### src/rtl/dbgtap_pkg.sv
// Shared types and instruction codes of the debug TAP.
// Assumes a fixed 5-bit instruction register; chain widths are module parameters.
package dbgtap_pkg;

    localparam int IR_W = 5;

    localparam logic [IR_W-1:0] OP_EXTEST  = 5'h00;
    localparam logic [IR_W-1:0] OP_CHSEL   = 5'h02;
    localparam logic [IR_W-1:0] OP_INTEST  = 5'h0C;
    localparam logic [IR_W-1:0] OP_ITRSEL  = 5'h1D;
    localparam logic [IR_W-1:0] OP_BYPASS  = 5'h1F;

    typedef enum logic [3:0] {
        ST_RESET, ST_IDLE,
        ST_SEL_DR, ST_CAP_DR, ST_SH_DR, ST_EX1_DR, ST_PA_DR, ST_EX2_DR, ST_UPD_DR,
        ST_SEL_IR, ST_CAP_IR, ST_SH_IR, ST_EX1_IR, ST_PA_IR, ST_EX2_IR, ST_UPD_IR
    } tap_st_e;

    typedef enum logic [1:0] {RT_BYPASS, RT_CHSEL, RT_ITR} route_e;

endpackage

### src/rtl/dbgtap_fsm.sv
// TAP state controller: sixteen states advanced by TMS on rising TCK.
// Assumes rst_n is synchronous to TCK; also exposes the next state.
module dbgtap_fsm
    import dbgtap_pkg::*;
(
    input  logic    tck,
    input  logic    rst_n,
    input  logic    tms,
    output tap_st_e state_q,
    output tap_st_e state_nx
);

    // Next-state table of the TAP controller.
    always_comb begin
        unique case (state_q)
            ST_RESET:  state_nx = tms ? ST_RESET  : ST_IDLE;
            ST_IDLE:   state_nx = tms ? ST_SEL_DR : ST_IDLE;
            ST_SEL_DR: state_nx = tms ? ST_SEL_IR : ST_CAP_DR;
            ST_CAP_DR: state_nx = tms ? ST_EX1_DR : ST_SH_DR;
            ST_SH_DR:  state_nx = tms ? ST_EX1_DR : ST_SH_DR;
            ST_EX1_DR: state_nx = tms ? ST_UPD_DR : ST_PA_DR;
            ST_PA_DR:  state_nx = tms ? ST_EX2_DR : ST_PA_DR;
            ST_EX2_DR: state_nx = tms ? ST_UPD_DR : ST_SH_DR;
            ST_UPD_DR: state_nx = tms ? ST_SEL_DR : ST_IDLE;
            ST_SEL_IR: state_nx = tms ? ST_RESET  : ST_CAP_IR;
            ST_CAP_IR: state_nx = tms ? ST_EX1_IR : ST_SH_IR;
            ST_SH_IR:  state_nx = tms ? ST_EX1_IR : ST_SH_IR;
            ST_EX1_IR: state_nx = tms ? ST_UPD_IR : ST_PA_IR;
            ST_PA_IR:  state_nx = tms ? ST_EX2_IR : ST_PA_IR;
            ST_EX2_IR: state_nx = tms ? ST_UPD_IR : ST_SH_IR;
            ST_UPD_IR: state_nx = tms ? ST_SEL_DR : ST_IDLE;
            default:   state_nx = ST_RESET;
        endcase
    end

    // State register with synchronous reset.
    always_ff @(posedge tck) begin
        if (!rst_n) state_q <= ST_RESET;
        else        state_q <= state_nx;
    end

endmodule

### src/rtl/dbgtap_ir.sv
// Instruction register: capture, LSB-first shift and update of the 5-bit code.
// Assumes the state input comes from dbgtap_fsm in the same TCK domain.
module dbgtap_ir
    import dbgtap_pkg::*;
#(
    parameter logic [IR_W-1:0] IR_CAPTURE = 5'b00001
) (
    input  logic            tck,
    input  logic            rst_n,
    input  logic            tdi,
    input  tap_st_e         state_q,
    output logic [IR_W-1:0] ir_q,
    output logic            ir_lsb
);

    logic [IR_W-1:0] ir_sh;

    // Shift stage and held instruction, both cleared by reset or Test-Logic-Reset.
    always_ff @(posedge tck) begin
        if (!rst_n || state_q == ST_RESET) begin
            ir_sh <= IR_CAPTURE;
            ir_q  <= OP_BYPASS;
        end else begin
            unique case (state_q)
                ST_CAP_IR: ir_sh <= IR_CAPTURE;
                ST_SH_IR:  ir_sh <= {tdi, ir_sh[IR_W-1:1]};
                ST_UPD_IR: ir_q  <= ir_sh;
                default:   ;
            endcase
        end
    end

    assign ir_lsb = ir_sh[0];

endmodule

### src/rtl/dbgtap_dr.sv
// Data registers: chain-select, instruction-transfer chain and bypass,
// routed by the held instruction and chain number.
// Assumes ir_q and chain_q only change in update or reset states.
module dbgtap_dr
    import dbgtap_pkg::*;
#(
    parameter int CSW         = 5,
    parameter int OPW         = 32,
    parameter int SEL_CAPTURE = 16,
    parameter int ITR_CHAIN   = 4
) (
    input  logic            tck,
    input  logic            rst_n,
    input  logic            tdi,
    input  tap_st_e         state_q,
    input  logic [IR_W-1:0] ir_q,
    input  logic            core_done,
    output logic [CSW-1:0]  chain_q,
    output logic [OPW-1:0]  opcode_q,
    output logic            dr_lsb
);

    localparam int ITRW = OPW + 1;

    route_e          route;
    logic [CSW-1:0]  sel_sh;
    logic [ITRW-1:0] itr_sh;
    logic            byp_sh;

    // Route decode from instruction and chain number.
    always_comb begin
        unique case (ir_q)
            OP_CHSEL:             route = RT_CHSEL;
            OP_ITRSEL:            route = RT_ITR;
            OP_INTEST, OP_EXTEST: route = (chain_q == CSW'(ITR_CHAIN)) ? RT_ITR : RT_BYPASS;
            default:              route = RT_BYPASS;
        endcase
    end

    // Capture, shift and update of the routed register only.
    always_ff @(posedge tck) begin
        if (!rst_n || state_q == ST_RESET) begin
            sel_sh   <= '0;
            itr_sh   <= '0;
            byp_sh   <= 1'b0;
            chain_q  <= '0;
            opcode_q <= '0;
        end else begin
            unique case (state_q)
                ST_CAP_DR: begin
                    unique case (route)
                        RT_CHSEL: sel_sh <= CSW'(SEL_CAPTURE);
                        RT_ITR:   itr_sh <= {core_done, opcode_q};
                        default:  byp_sh <= 1'b0;
                    endcase
                end
                ST_SH_DR: begin
                    unique case (route)
                        RT_CHSEL: sel_sh <= {tdi, sel_sh[CSW-1:1]};
                        RT_ITR:   itr_sh <= {tdi, itr_sh[ITRW-1:1]};
                        default:  byp_sh <= tdi;
                    endcase
                end
                ST_UPD_DR: begin
                    unique case (route)
                        RT_CHSEL: chain_q  <= sel_sh;
                        RT_ITR:   opcode_q <= itr_sh[OPW-1:0];
                        default:  ;
                    endcase
                end
                default: ;
            endcase
        end
    end

    // Serial output bit of the routed register.
    always_comb begin
        unique case (route)
            RT_CHSEL: dr_lsb = sel_sh[0];
            RT_ITR:   dr_lsb = itr_sh[0];
            default:  dr_lsb = byp_sh;
        endcase
    end

endmodule

### src/rtl/dbgtap_issue.sv
// Execute-strobe generator: one pulse on each entry into Run-Test/Idle
// while an execute chain and an execute-capable instruction are held.
// Assumes the strobe is sampled by the core on rising TCK.
module dbgtap_issue
    import dbgtap_pkg::*;
#(
    parameter int CSW        = 5,
    parameter int ITR_CHAIN  = 4,
    parameter int DATA_CHAIN = 5
) (
    input  logic            tck,
    input  logic            rst_n,
    input  tap_st_e         state_q,
    input  tap_st_e         state_nx,
    input  logic [IR_W-1:0] ir_q,
    input  logic [CSW-1:0]  chain_q,
    output logic            core_exec
);

    logic first_idle_q;
    logic armed;

    // Marks the first cycle after a transition into Run-Test/Idle.
    always_ff @(posedge tck) begin
        if (!rst_n) first_idle_q <= 1'b0;
        else        first_idle_q <= (state_nx == ST_IDLE) && (state_q != ST_IDLE);
    end

    // Arming condition, evaluated on the values written by the preceding update.
    always_comb begin
        armed = ((chain_q == CSW'(ITR_CHAIN)) || (chain_q == CSW'(DATA_CHAIN))) &&
                ((ir_q == OP_INTEST) || (ir_q == OP_EXTEST) || (ir_q == OP_ITRSEL));
    end

    assign core_exec = first_idle_q && (state_q == ST_IDLE) && armed;

endmodule

### src/rtl/dbgtap_top.sv
// Debug TAP top: controller, instruction register, data registers and issue logic.
// Assumes a single TCK domain; TDO is retimed to the falling edge.
module dbgtap_top
    import dbgtap_pkg::*;
#(
    parameter int CSW         = 5,
    parameter int OPW         = 32,
    parameter int SEL_CAPTURE = 16,
    parameter int ITR_CHAIN   = 4,
    parameter int DATA_CHAIN  = 5
) (
    input  logic           tck,
    input  logic           rst_n,
    input  logic           tms,
    input  logic           tdi,
    output logic           tdo,
    output logic           tdo_en,
    output logic [OPW-1:0] core_opcode,
    output logic           core_exec,
    input  logic           core_done
);

    tap_st_e         tap_state;
    tap_st_e         tap_next;
    logic [IR_W-1:0] ir_q;
    logic            ir_lsb;
    logic [CSW-1:0]  chain_q;
    logic            dr_lsb;
    logic            shifting;

    dbgtap_fsm fsm_i (
        .tck(tck), .rst_n(rst_n), .tms(tms),
        .state_q(tap_state), .state_nx(tap_next)
    );

    dbgtap_ir ir_i (
        .tck(tck), .rst_n(rst_n), .tdi(tdi), .state_q(tap_state),
        .ir_q(ir_q), .ir_lsb(ir_lsb)
    );

    dbgtap_dr #(
        .CSW(CSW), .OPW(OPW), .SEL_CAPTURE(SEL_CAPTURE), .ITR_CHAIN(ITR_CHAIN)
    ) dr_i (
        .tck(tck), .rst_n(rst_n), .tdi(tdi), .state_q(tap_state), .ir_q(ir_q),
        .core_done(core_done), .chain_q(chain_q), .opcode_q(core_opcode), .dr_lsb(dr_lsb)
    );

    dbgtap_issue #(
        .CSW(CSW), .ITR_CHAIN(ITR_CHAIN), .DATA_CHAIN(DATA_CHAIN)
    ) issue_i (
        .tck(tck), .rst_n(rst_n), .state_q(tap_state), .state_nx(tap_next),
        .ir_q(ir_q), .chain_q(chain_q), .core_exec(core_exec)
    );

    assign shifting = (tap_state == ST_SH_IR) || (tap_state == ST_SH_DR);

    // Falling-edge retiming of the serial output and its enable.
    always_ff @(negedge tck) begin
        if (!rst_n) begin
            tdo    <= 1'b0;
            tdo_en <= 1'b0;
        end else begin
            tdo_en <= shifting;
            tdo    <= !shifting ? 1'b0 : ((tap_state == ST_SH_IR) ? ir_lsb : dr_lsb);
        end
    end

endmodule

### config.mk
export PLATFORM = sky130hd
export DESIGN_NAME = dbgtap_top
export DESIGN_NICKNAME = d
export VERILOG_FILES = /design/src/rtl/dbgtap_pkg.sv /design/src/rtl/dbgtap_fsm.sv /design/src/rtl/dbgtap_ir.sv /design/src/rtl/dbgtap_dr.sv /design/src/rtl/dbgtap_issue.sv /design/src/rtl/dbgtap_top.sv
export SDC_FILE = /design/constraint.sdc
export NUM_CORES = 1
export LEC_CHECK = 0
export ABC_AREA = 1
export BUFFER_PORTS_ARGS = -buffer_cell sky130_fd_sc_hd__buf_2
export CORE_MARGIN = 3
export CORE_UTILIZATION = 29
export CTS_CLUSTER_SIZE = 30
export DETAILED_ROUTE_END_ITERATION = 10
export PLACE_DENSITY = 0.48
export REMOVE_ABC_BUFFERS = 1
export SLEW_MARGIN = 25
export SYNTH_ARGS = -nofsm -noshare
export SYNTH_HDL_FRONTEND = slang
export SYNTH_SLANG_ARGS = --single-unit
### constraint.sdc
create_clock -name tck -period 2.1 [get_ports tck]
set_clock_uncertainty 0.15 [all_clocks]
set_input_delay 0.105 -clock tck [delete_from_list [all_inputs] [get_ports tck]]
set_output_delay 0.105 -clock tck [all_outputs]
set_load 0.005 [all_outputs]
==> impl_metrics.yaml <==
outcome:
  outcome: "complete, but fails checks"
  violations: "setup timing"
layout:
  register_area_sq_mm: 0.001868
  syn_to_final_growth_pct: 25.80
  layout.cells.most_common: "nand2_1"
  drive_gt1_share_pct: 19.94
  utilization_pct: 38.12
  num-fill-cells: 1416
  design_area_sq_mm: 0.005149
  antenna-diode-count: 0
  layout.nets: 624
  multi_input_area_sq_mm: 0.001727
  final_cell_mix: "nand2_1, dfxtp_1, inv_1, a21oi_1, o21ai_0"
worst_setup_path:
  required_ns: 1.17
  endpoint_kind: "flip-flop"
  timing.rr.start: "ir_i.ir_q[3]"
  cp-start-kind: "flip-flop"
  worstSetupStartpoint: "ir_i.ir_q[3]"
  path_class: "reg -> reg"
  worstPathArrival_ns: 1.69
  critical_path.max_fanout: 3
synth:
  yosys_warnings: 0
  synth-seq-cells: 93
  synth-compound-area-share_pct: 25.31
  synth_xor_area_share_pct: 0
  synth_area_sq_mm: 0.004093
  yosysTopAreaCellShare_pct: 45.49
  synth-seq-area-share_pct: 45.49
  synth_cell_type_count: 29
  synth_adder_area_share_pct: 0.6114
  synth_edf_count: 0
  synth_top_cell_by_area: "dfxtp_1"
  synthSimpleGateAreaFrac_pct: 15.29
  ys_top_cells_by_area: "dfxtp_1, a21oi_1, o21ai_0"
  synth_top_family_by_area: "compound AO/OA/AOI/OAI gates"
  synth.mux.area_fraction_pct: 0
  syn_inst: 557
  ys.flop_type: "dfxtp_1"
  postSynth.asyncResetShare_pct: 0
  synth_area_per_cell_sq_um: 7.348
global_route:
  track_usage_pct: 12.17
  use_met1_pct: 15.99
  grt_remaining_overflow: 0
  use_met3_pct: 2.916
  antenna_found_initial: 0
  grt_first_pass_wirelength_mm: 15.84
  top_usage_layer: "met2"
  grt_max_degree: 67
  grt_pass1_vias: 3416
  use_met2_pct: 19.31
floorplanning:
  rows: 42
  die_h_um: 124.8
  core_area_sq_mm: 0.01351
  die_area_sq_mm: 0.01557
  start_util_pct: 30.30
  io_pins: 40
  die_w_um: 124.8
sta:
  tns_ns: -0.5272
  rsz0062_at_grt: "true"
  timing.slew.headroom_pct: 72.85
  slew_viol_final: 0
  layout_setup_ws_ns: -0.5143
  tightestPinTransition_ns: 0.4072
  final_hold_viol_count: 0
  setup_violations: 2
  holdWs_ns: 0.2983
hold_path:
  hold_path.class: "reg -> reg"
  hold_start: "dr_i.chain_q[2]"
detailed_routing:
  drt_iter0_markers: 249
  wl_mm: 9.753
  via_count: 3698
  dr.pass1.iters: 4
  post_drt_via_cell_ratio: 4.634
  wl_per_cell_um: 12.22
  route.detailed.drc: 0
  antenna_left: 0
clocking:
  htree_levels: 3
  cts.sinks: 93
  cts-root-buf: "clkbuf_16"
  path_clk_slew_ns: 0.07
  clk-insertion-delay-late_ns: 0.34
  clk_path_buf_depth: 2
  cts_tree: "yes"
  numCtsBuffers: 9
power:
  leakage_nw: 1.976
  power_density_mw_per_mm2: 710.1
  ir_worst_vdd_mv: 0.3782
  total_power_mw: 3.656
job:
  cap_viol_max_count: 0
placement:
  post_dp_cell_area_sq_mm: 0.004596
  hpwl_mm: 6.241
  routabilityCongestion: 0.8141
  io_buffers: 39
-- metrics by stage --
step,instances,worst slack [ns]
floorplan,529,-0.7411
global placement,770,-0.5641
detailed placement,770,-0.6278
CTS,793,-0.5391
global route,798,-0.5998
finish,798,-0.5143
-- layer usage --
| metal | share of wire [%] | up-vias |
|---|---|---|
| met5 | 0 | - |
| met4 | 1.6 | 0 |
| met3 | 4.4 | 12 |
| met2 | 45 | 66 |
| met1 | 49 | 1701 |
| li1 | - | 1919 |
-- state kept, by name, summed over array words and instances, names as in the netlist --
signal                cells
dr_i.sel_sh               5
ir_i.ir_sh                5
ir_i.ir_q                 5
dr_i.chain_q              5
dr_i.byp_sh               1
dr_i.itr_sh              33
tdo_en                    1
issue_i.first_idle_q      1
fsm_i.state_q             4
dr_i.opcode_q            32
tdo                       1
-- layout make-up --
cell class / instances / area share, %
Clock buffer: 14 / 5.346
Clock inverter: 4 / 0.8748
Inverter: 92 / 6.707
Multi-Input combinational cell: 343 / 33.54
Sequential cell: 93 / 36.28
Tap cell: 176 / 4.277
Timing Repair Buffer: 76 / 12.98
-- final timing paths --
check,slack [ns],cells after the start,to
worst max-delay path,-0.51,9,tdo
worst min-delay path,0.30,2,dr_i.chain_q[2]
worst max register to register,-0.51,9,tdo
worst min register to register,0.30,2,dr_i.chain_q[2]
-- Yosys cell counts (5+ instances only) --
| cell | n |
|---|---|
| nand3_1 | 13 |
| inv_2 | 5 |
| clkbuf_1 | 9 |
| buf_6 | 9 |
| buf_2 | 5 |
| nand2_1 | 96 |
| nor2_1 | 17 |
| o21ai_0 | 77 |
| o21ai_2 | 5 |
| o21ai_1 | 25 |
| nand2_2 | 5 |
| a21oi_1 | 85 |
| inv_1 | 88 |
| dfxtp_1 | 93 |
-- report_power, final --
part | total [mW] | internal (mW) | switching, mW
sequential | 1.77 | 1.77 | 0.00400
clock | 1.71 | 1.03 | 0.678
combinational | 0.170 | 0.0646 | 0.106
total | 3.66 | 2.87 | 0.788
-- critical path: stages (launching register included) --
cell and delay (ns):
dfxtp_2 0.33, nand2_2 0.07, inv_2 0.04, o211a_1 0.22
a21oi_2 0.15, inv_1 0.06, ha_2 0.17, a22o_1 0.18
nand2_1 0.06, a31oi_1 0.07
-- cell families (layout without fill, tap and decap cells) --
logic type | Yosys count | in the layout
buf+inv | 121 | 186
fa+ha+maj | 2 | 2
simple gates | 142 | 142
compound gates | 199 | 199
flops | 93 | 93
-- what timing repair did --
action | CTS | global route
setup endpoints to repair | 4 | 77
hold endpoints to repair | 8 | 0
setup buffers | 2 | 1
resized for setup | 5 | 23
hold buffers | 4 | 0
pin swaps | 6 | 5
cloned | 0 | 5
No activity file was read; power rests on OpenSTA's default activity.
